## src/rtl/i2cs_pkg.sv

```systemverilog
package i2cs_pkg;
  localparam int BYTE_W = 8;
  localparam int CNT_W  = $clog2(BYTE_W + 2);

  typedef enum logic [2:0] {
    ST_IDLE,
    ST_RX,
    ST_ACK,
    ST_TX,
    ST_MACK
  } slv_state_e;
endpackage

```

## src/rtl/i2cs_sync.sv

```systemverilog
module i2cs_sync #(
  parameter int         W       = 2,
  parameter int         STAGES  = 2,
  parameter logic [W-1:0] RST_VAL = '1
) (
  input  logic         clk,
  input  logic         rst_n,
  input  logic [W-1:0] d,
  output logic [W-1:0] q
);
  logic [W-1:0] stg_q [STAGES];

  always_ff @(posedge clk or negedge rst_n) begin
    if (!rst_n) begin
      for (int i = 0; i < STAGES; i++) stg_q[i] <= RST_VAL;
    end else begin
      stg_q[0] <= d;
      for (int i = 1; i < STAGES; i++) stg_q[i] <= stg_q[i-1];
    end
  end

  assign q = stg_q[STAGES-1];
endmodule

```

## src/rtl/i2cs_cond.sv

```systemverilog
module i2cs_cond (
  input  logic clk,
  input  logic rst_n,
  input  logic scl_s,
  input  logic sda_s,
  output logic scl_rise,
  output logic scl_fall,
  output logic start_p,
  output logic stop_p
);
  logic scl_d, sda_d;

  always_ff @(posedge clk or negedge rst_n) begin
    if (!rst_n) begin
      scl_d <= 1'b1;
      sda_d <= 1'b1;
    end else begin
      scl_d <= scl_s;
      sda_d <= sda_s;
    end
  end

  assign scl_rise = scl_s & ~scl_d;
  assign scl_fall = ~scl_s & scl_d;
  // data edges only count as bus conditions while the clock stays high
  assign start_p  = scl_s & scl_d & sda_d & ~sda_s;
  assign stop_p   = scl_s & scl_d & ~sda_d & sda_s;
endmodule

```

## src/rtl/i2cs_strap.sv

```systemverilog
module i2cs_strap #(
  parameter int W = 4
) (
  input  logic         clk,
  input  logic         rst_n,
  input  logic [W-1:0] pins,
  output logic [W-1:0] strap_q,
  output logic         strap_vld
);
  always_ff @(posedge clk or negedge rst_n) begin
    if (!rst_n) begin
      strap_q   <= '1;
      strap_vld <= 1'b0;
    end else if (!strap_vld) begin
      strap_q   <= pins;
      strap_vld <= 1'b1;
    end
  end
endmodule

```

## src/rtl/i2c_strap_slave.sv

```systemverilog
module i2c_strap_slave #(
  parameter int                 STRAP_W     = 4,
  parameter logic [6-STRAP_W:0] ADDR_PREFIX = 3'b010,
  parameter logic [7:0]         GLOBAL_BYTE = 8'h30,
  parameter int                 SYNC_STAGES = 2
) (
  input  logic               clk,
  input  logic               rst_n,
  input  logic [STRAP_W-1:0] strap_pins,
  input  logic               scl_in,
  input  logic               sda_in,
  output logic               sda_pull_low,
  output logic [7:0]         reg_addr,
  output logic [7:0]         reg_wdata,
  output logic               reg_we,
  input  logic [7:0]         reg_rdata
);
  import i2cs_pkg::*;

  localparam logic [CNT_W-1:0] LAST_BIT = CNT_W'(BYTE_W);

  logic scl_s, sda_s;
  logic scl_rise, scl_fall, start_p, stop_p;
  logic [STRAP_W-1:0] strap_q;
  logic strap_vld;

  i2cs_sync #(.W(2), .STAGES(SYNC_STAGES), .RST_VAL(2'b11)) u_sync (
    .clk(clk), .rst_n(rst_n), .d({scl_in, sda_in}), .q({scl_s, sda_s})
  );

  i2cs_cond u_cond (
    .clk(clk), .rst_n(rst_n), .scl_s(scl_s), .sda_s(sda_s),
    .scl_rise(scl_rise), .scl_fall(scl_fall), .start_p(start_p), .stop_p(stop_p)
  );

  i2cs_strap #(.W(STRAP_W)) u_strap (
    .clk(clk), .rst_n(rst_n), .pins(strap_pins),
    .strap_q(strap_q), .strap_vld(strap_vld)
  );

  slv_state_e         st_q, st_n;
  logic [CNT_W-1:0]   cnt_q, cnt_n;
  logic [BYTE_W-1:0]  sh_q, sh_n;
  logic [7:0]         ptr_q, ptr_n;
  logic [BYTE_W-1:0]  wd_q, wd_n;
  logic addr_ph_q, addr_ph_n;
  logic rw_q, rw_n;
  logic ptr_set_q, ptr_set_n;
  logic drv_q, drv_n;
  logic we_q, we_n;
  logic inc_q, inc_n;

  logic hit_own, hit_glob, load_rd;

  assign hit_own  = (sh_q[7:1] == {ADDR_PREFIX, strap_q});
  assign hit_glob = (sh_q == GLOBAL_BYTE);

  // a read byte is fetched after the address ACK of a read, or after a master ACK
  assign load_rd = scl_fall &&
                   (((st_q == ST_ACK) && rw_q) ||
                    ((st_q == ST_MACK) && (cnt_q == CNT_W'(1))));

  always_comb begin
    st_n      = st_q;
    cnt_n     = cnt_q;
    sh_n      = sh_q;
    ptr_n     = ptr_q;
    wd_n      = wd_q;
    addr_ph_n = addr_ph_q;
    rw_n      = rw_q;
    ptr_set_n = ptr_set_q;
    drv_n     = drv_q;
    we_n      = 1'b0;
    inc_n     = inc_q;

    if (stop_p) begin
      st_n  = ST_IDLE;
      cnt_n = '0;
      drv_n = 1'b0;
      inc_n = 1'b0;
    end else if (start_p) begin
      st_n      = ST_RX;
      cnt_n     = '0;
      addr_ph_n = 1'b1;
      ptr_set_n = 1'b0;
      drv_n     = 1'b0;
      inc_n     = 1'b0;
    end else if (load_rd) begin
      sh_n  = reg_rdata;
      drv_n = ~reg_rdata[7];
      ptr_n = ptr_q + 1'b1;
      cnt_n = '0;
      st_n  = ST_TX;
    end else begin
      unique case (st_q)
        ST_RX: begin
          if (scl_rise && (cnt_q != LAST_BIT)) begin
            sh_n  = {sh_q[BYTE_W-2:0], sda_s};
            cnt_n = cnt_q + 1'b1;
          end else if (scl_fall && (cnt_q == LAST_BIT)) begin
            cnt_n = '0;
            if (addr_ph_q) begin
              if (hit_own || hit_glob) begin
                drv_n     = 1'b1;
                rw_n      = sh_q[0];
                addr_ph_n = 1'b0;
                st_n      = ST_ACK;
              end else begin
                st_n = ST_IDLE;
              end
            end else begin
              drv_n = 1'b1;
              st_n  = ST_ACK;
              if (!ptr_set_q) begin
                ptr_n     = sh_q;
                ptr_set_n = 1'b1;
              end else begin
                we_n  = 1'b1;
                wd_n  = sh_q;
                inc_n = 1'b1;
              end
            end
          end
        end
        ST_ACK: begin
          if (scl_fall) begin
            drv_n = 1'b0;
            cnt_n = '0;
            st_n  = ST_RX;
            inc_n = 1'b0;
            if (inc_q) ptr_n = ptr_q + 1'b1;
          end
        end
        ST_TX: begin
          if (scl_rise) begin
            cnt_n = cnt_q + 1'b1;
          end else if (scl_fall) begin
            if (cnt_q == LAST_BIT) begin
              drv_n = 1'b0;
              cnt_n = '0;
              st_n  = ST_MACK;
            end else begin
              sh_n  = {sh_q[BYTE_W-2:0], 1'b0};
              drv_n = ~sh_q[BYTE_W-2];
            end
          end
        end
        ST_MACK: begin
          if (scl_rise) begin
            if (sda_s) st_n = ST_IDLE;
            else       cnt_n = CNT_W'(1);
          end
        end
        default: ;
      endcase
    end
  end

  always_ff @(posedge clk or negedge rst_n) begin
    if (!rst_n) begin
      st_q      <= ST_IDLE;
      cnt_q     <= '0;
      sh_q      <= '0;
      ptr_q     <= '0;
      wd_q      <= '0;
      addr_ph_q <= 1'b0;
      rw_q      <= 1'b0;
      ptr_set_q <= 1'b0;
      drv_q     <= 1'b0;
      we_q      <= 1'b0;
      inc_q     <= 1'b0;
    end else begin
      st_q      <= st_n;
      cnt_q     <= cnt_n;
      sh_q      <= sh_n;
      ptr_q     <= ptr_n;
      wd_q      <= wd_n;
      addr_ph_q <= addr_ph_n;
      rw_q      <= rw_n;
      ptr_set_q <= ptr_set_n;
      drv_q     <= drv_n;
      we_q      <= we_n;
      inc_q     <= inc_n;
    end
  end

  assign sda_pull_low = drv_q;
  assign reg_addr     = ptr_q;
  assign reg_wdata    = wd_q;
  assign reg_we       = we_q;
endmodule

```

## config.mk

```make
export PLATFORM = sky130hd
export DESIGN_NAME = i2c_strap_slave
export DESIGN_NICKNAME = d
export VERILOG_FILES = /design/src/rtl/i2cs_pkg.sv /design/src/rtl/i2cs_sync.sv /design/src/rtl/i2cs_cond.sv /design/src/rtl/i2cs_strap.sv /design/src/rtl/i2c_strap_slave.sv
export SDC_FILE = /design/constraint.sdc
export NUM_CORES = 1
export LEC_CHECK = 0
export CAP_MARGIN = 20
export CELL_PAD_IN_SITES_DETAIL_PLACEMENT = 0
export CELL_PAD_IN_SITES_GLOBAL_PLACEMENT = 1
export CORE_MARGIN = 1
export CORE_UTILIZATION = 30
export DETAILED_ROUTE_END_ITERATION = 10
export GPL_ROUTABILITY_DRIVEN = 0
export PLACE_DENSITY_LB_ADDON = 0.2
export SYNTH_ARGS = -nofsm -noshare
export SYNTH_HDL_FRONTEND = slang
export SYNTH_SLANG_ARGS = --single-unit
```

## constraint.sdc

```tcl
create_clock -name clk -period 2.8 [get_ports clk]
set_input_delay 0.42 -clock clk [delete_from_list [all_inputs] [get_ports clk]]
set_output_delay 0.42 -clock clk [all_outputs]
set_load 0.05 [all_outputs]
```

* After elaboration in Yosys (flattened, before gate mapping) *
Index checks and enable logic that the tools add are counted.

operators by class
  $add $sub $neg = 2
  eq/ne operators = 41
  multiplexer cells = 81
  reductions and logical operators = 24
  bitwise gates (word level) = 18

operators by type and width
  kind                 number
  $mux 8               12
  $mux 4               11
  $ne 5x5->1 const B   8
  $mux 1               39
  $mux 3               12
  $ne 3x3->1 const B   11
  $pmux 8 s2           2
  $reduce_and 7->1     4
  $ne 4x4->1 const B   6
  $ne 6x6->1 const B   4
  $reduce_and 9->1     2
  $pmux 4 s4           1
  $reduce_and 8->1     2
  $pmux 3 s4           1
  $not 1->1            11
  $add 8x1->8 const B  1
  $eq 8x6->1 const B   1
  $and 1x1->1          7
  $eq 7x6->1           1
  $reduce_bool 7->1    1
  $eq 3x2->1 const B   2
  $ne 2x2->1 const B   3
  $reduce_and 6->1     1
  $reduce_bool 3->1    2
  other kinds (15)     21

storage, ports and cells
  logic and storage cells = 183
  input bits = 16
  register bits after elaboration = 48
  output and inout port bits = 18

* Longest topological paths before layout *
  word-level depth = 10
  mapped depth = 11
  depth with buffers taken out = 8

* By module *
From an unflattened synthesis, not the netlist that was laid out.

unflattened totals
  cell total of the unflattened synthesis = 262
  area total of the unflattened synthesis = 2795.2 um^2

by module, submodules not included
  module           area an instance (um^2)  cells an instance  instances  sequential area each (um^2)
  i2c_strap_slave  2411.1                   240                1          925.9
  i2cs_strap       178.9                    10                 1          130.1
  i2cs_sync        120.1                    6                  1          105.1
  i2cs_cond        85.1                     6                  1          52.6

* Worst setup path after synthesis *
No wires, ideal clock.

  kind = register to register
  from = register u_sync.stg_q, in the netlist u_sync.q[1]
  to = register wd_q[0] (netlist: reg_wdata[0])
  slack = 467 ps
  data arrival time = 2209 ps
  library setup time = 125 ps
  period minus slack after synthesis = 2333 ps
  required time = 2675 ps
  cell stages (with the launch flop) = 10
  path buffers = 2
  path through = dfstp_2 -> inv_1 -> ha_1 -> buf_2 -> nand4bb_1 -> o22a_2 -> nand2_2 -> or3_1 -> buf_6 -> mux2_2

on the way
  longest elaborated chain between the ends = 5
  elaborated cells between the ends (all ways) = 16
  those cells by class = bitwise: 12; reduce/logical: 4

RTL lines
  what                                             RTL line                                           source
  start, declared                                  i2cs_sync.sv:11                                    logic [W-1:0] stg_q [STAGES];
  $and 1x1->1 / $not 1->1 (equally long branches)  i2cs_cond.sv:26, i2cs_cond.sv:27, i2cs_cond.sv:24
  $and 1x1->1, on equally long branches            i2cs_cond.sv:27, i2cs_cond.sv:24, i2cs_cond.sv:26
  $and 1x1->1, or another cell as far along        i2cs_cond.sv:27                                    assign stop_p = scl_s & scl_d & ~sda_d & sda_s;
  $not 1->1 (no line)                              --
  $reduce_and 8->1 (no line) (*)                   --
  end signal, assigned                             i2c_strap_slave.sv:177                             wd_q <= wd_n;
  end, declared                                    i2c_strap_slave.sv:45                              logic [BYTE_W-1:0] wd_q, wd_n;

Mark *: on every way between the ends. The rest lies on a longest branch, timed or not.
A chain may end at the register's enable or synchronous reset.

* Worst setup path after layout *
  from = register u_sync.stg_q, in the netlist u_sync.q[1]
  to = register wd_q[2] (netlist: reg_wdata[2])

The elaborated chain is that of the path after synthesis.

==> impl_metrics.tcl <==
set metrics [dict create \
    synth_adder_area_share_pct 3.23 \
    cts_inserted_buffers 5 \
    yosysWarnings 0 \
    core_mm2 0.00872 \
    drt_iter0_markers 192 \
    die_x_um 97.0 \
    yosysTopAreaCell "dfrtp_1" \
    fin_nets 341 \
    vias_per_cell 5.18 \
    die_y_um 97.0 \
    seqPwrFrac_pct 39.2 \
    drv_slew 0 \
    die-area_mm2 0.00941 \
    pre_cts_ws_ns 0.207 \
    clock_path_buffers 2 \
    routed_wl_um 6830 \
    rr_worst_depth 7 \
    netlist_area_mm2 0.00271 \
    synth_top_family_by_area "compound AO/OA/AOI/OAI gates" \
    drt_first_pass_iters 5 \
    htreeDepth 2 \
    swShare_pct 42.9 \
    cp_slowest_stage_delay_ns 0.58 \
    pin_count 34 \
    drc 0 \
    max_slew_margin_pct 64.2 \
    path_delay_family "simple AND/OR/NAND/NOR gates" \
    crit_fanout 11 \
    yosysUniqueCellTypes 59 \
    tightestPinTransition_ns 0.537 \
    initial_core_util_pct 31.1 \
    regToRegEndpoint "reg_wdata[2]" \
    setup_ws_ns 0.187 \
    hpwl_um 4970 \
    async_reset_ff_share_pct 100 \
    cp_num_cells 7 \
    synth_common_cells "dfrtp_1 (38), nand2_1 (23), a21oi_1 (20), inv_1 (20), nor2_1 (16)" \
    syn_to_final_growth_pct 19.9 \
    drive_gt1_share_pct 16.3 \
    arrival_ns 2.81 \
    final_hold_viol_count 0 \
    ant_nets 0 \
    cts.clk_slew.worst_paths_ns 0.09 \
    ys_ff_latch 48 \
    maxCapViolations 0 \
    fin_cells 427 \
    power_mw 2.55 \
    vias 2211 \
    yosysMostFrequentCell "dfrtp_1" \
    cts-resized-gates 0 \
    syn_avg_cell_area_um2 9.71 \
    status "completed" \
    insertion_delay_ns 0.31 \
    cts_hold_buf 0 \
    combPwrFrac_pct 44.0 \
    critPathKind "register to register" \
    fmax_mhz 383 \
    rrSetupSlack_ns 0.19 \
    syn_inst 279 \
    slowest_stage "or3_1" \
    cts_sinks 48 \
    leakage_nw 1.34 \
    finalWorstPathRequiredPeriod_ns 2.61 \
    synth-seq-area-share_pct 44.8 \
    worst_setup_path_end_kind "register" \
    min_path_type "input pin to asynchronous set/reset pin" \
    synthDominantCellAreaShare_pct 35.1 \
    synth_compound_area_share_pct 19.8 \
    antennaDiodeCount 0 \
    grt_pass1_vias 2126 \
    io_buffers 33 \
    syn_nets 302 \
    path_buf_inv 1 \
    cts-root-buf "clkbuf_8" \
    fp-row-count 34 \
    grt_use_total_pct 15.1 \
    cts_post_setup_buffers_inserted 0 \
    synth-xor-area-share_pct 1.29 \
    finalSetupViolCount 0 \
    p_int_mw 1.46 \
    grt_first_pass_wirelength_um 11300 \
    cts_tree "yes" \
    grt_max_degree 32 \
    power.density_mw_per_mm2 785 \
    yosys.area_share.simple_pct 17.0 \
    wl_per_cell_um 16.0 \
    dp.cells 419 \
    timing.hold.ws_ns 0.0348 \
    finClkSkew_ns 0.00863 \
    synth-main-ff-cell "dfrtp_1" \
    rsz0062_at_grt "no" \
    power_switching_mw 1.09 \
    start_kind "register" \
    synthMuxAreaShare_pct 7.99 \
    reg2reg_from "u_sync.q[1]" \
    antenna_found_initial 0 \
    fin_tns_setup_ns 0 \
    period_share_pct 93.3 \
    required_ns 2.99 \
    worstPathCellList "inv_1 -> ha_1 -> nand4bb_1 -> o22a_2 -> nand2_2 -> or3_1 -> mux2_2" \
    synthTopCellsByArea "dfrtp_1 (35%), dfstp_2 (9.7%), mux2_2 (5.4%)" \
    grt_overflow_total 0 \
    synth_edf_count 0 \
    irDropWorstVdd_uv 351 \
    clockPowerShare_pct 16.8 \
]
## kinds of logic after synthesis
kind of cell	count (synthesis)
other cells	1
mux	20
fa+ha+maj	7
compound gates	81
flops	48
buf+inv	31
xor+xnor	4
simple gates	87
## through the flow
stage | util, % | cell area [µm²]
4_1_cts | 37.2 | 3250
2_1_floorplan | - | 2710
3_5_place_dp | 36.3 | 3160
3_3_place_gp | 36.3 | 3160
5_1_grt | 37.2 | 3250
6_report | 37.2 | 3250
## metal layers
layer,global-route usage (%),wire (µm),vias to the layer above
met2,21.1,2970,56
met1,23.0,3440,1066
met3,2.75,276,12
met4,5.51,144,0
met5,0,0,-
li1,-,-,1077
## power groups by stage
stage          clock network, mW  logic (mW)  registers, mW
2_1_floorplan                  0       0.754           1.05
3_3_place_gp                   0        1.13           1.01
3_5_place_dp                   0        1.12           1.01
4_1_cts                    0.443        1.12           1.00
5_1_grt                    0.469        1.24           1.03
6_report                   0.428        1.12           1.00
## area by class of cell
class / instances / area, µm²
inverters: 20 / 75.1
repair buffers: 43 / 400
well taps: 108 / 135
clock inverters: 1 / 8.76
clock buffers: 7 / 76.3
flip-flops and latches: 48 / 1210
fillers: 879 / 5470
multi-input cells: 200 / 1340
## worst max-delay path by stage
stage / start / to / slack, ns
final: u_sync.q[1] / reg_wdata[2] / 0.19
after global routing: u_sync.q[1] / reg_wdata[7] / 0.06
after CTS: u_sync.q[1] / reg_wdata[5] / 0.18
after detailed placement: u_sync.q[1] / reg_wdata[1] / 0.21
after global placement: u_sync.q[1] / reg_wdata[7] / 0.26
after floorplan: u_sync.q[1] / reg_wdata[0] / 0.47
## registers in the layout, indices dropped and copies added, names as in the netlist
name and flops:
addr_ph_q 1, cnt_q 4, inc_q 1, ptr_set_q 1, reg_addr 8, reg_wdata 8, reg_we 1, rw_q 1
sda_pull_low 1, sh_q 8, st_q 3, u_cond.scl_d 1, u_cond.sda_d 1, u_strap.strap_q 4, u_strap.strap_vld 1, u_sync.q 2
u_sync.stg_q 2
## cells in the final DEF (no fill, tap or decap), types with 2 or more instances in the layout
cell              n
or3_1             3
nand2_2           2
buf_4            10
a31o_2            2
nor2_1           16
mux2i_1           7
mux2_2           13
inv_1            20
a41oi_1           2
a31oi_1           3
clkbuf_1          2
a21oi_1          20
a211oi_1          2
a21o_1            3
o21ai_1           7
a2bb2oi_1         4
o21ai_0          14
clkdlybuf4s50_1  32
nand3b_1          2
o21ai_2           3
nand2_1          23
nor3_1            5
o22ai_1           6
ha_1              7
dfstp_2          10
clkbuf_8          5
nor4b_1           2
nand3_1          13
nor2b_1           5
dfrtp_1          38
and3_1            3
xnor2_1           3
a311oi_1          2
nand2b_1          3
(Power assumes the default switching activity.)
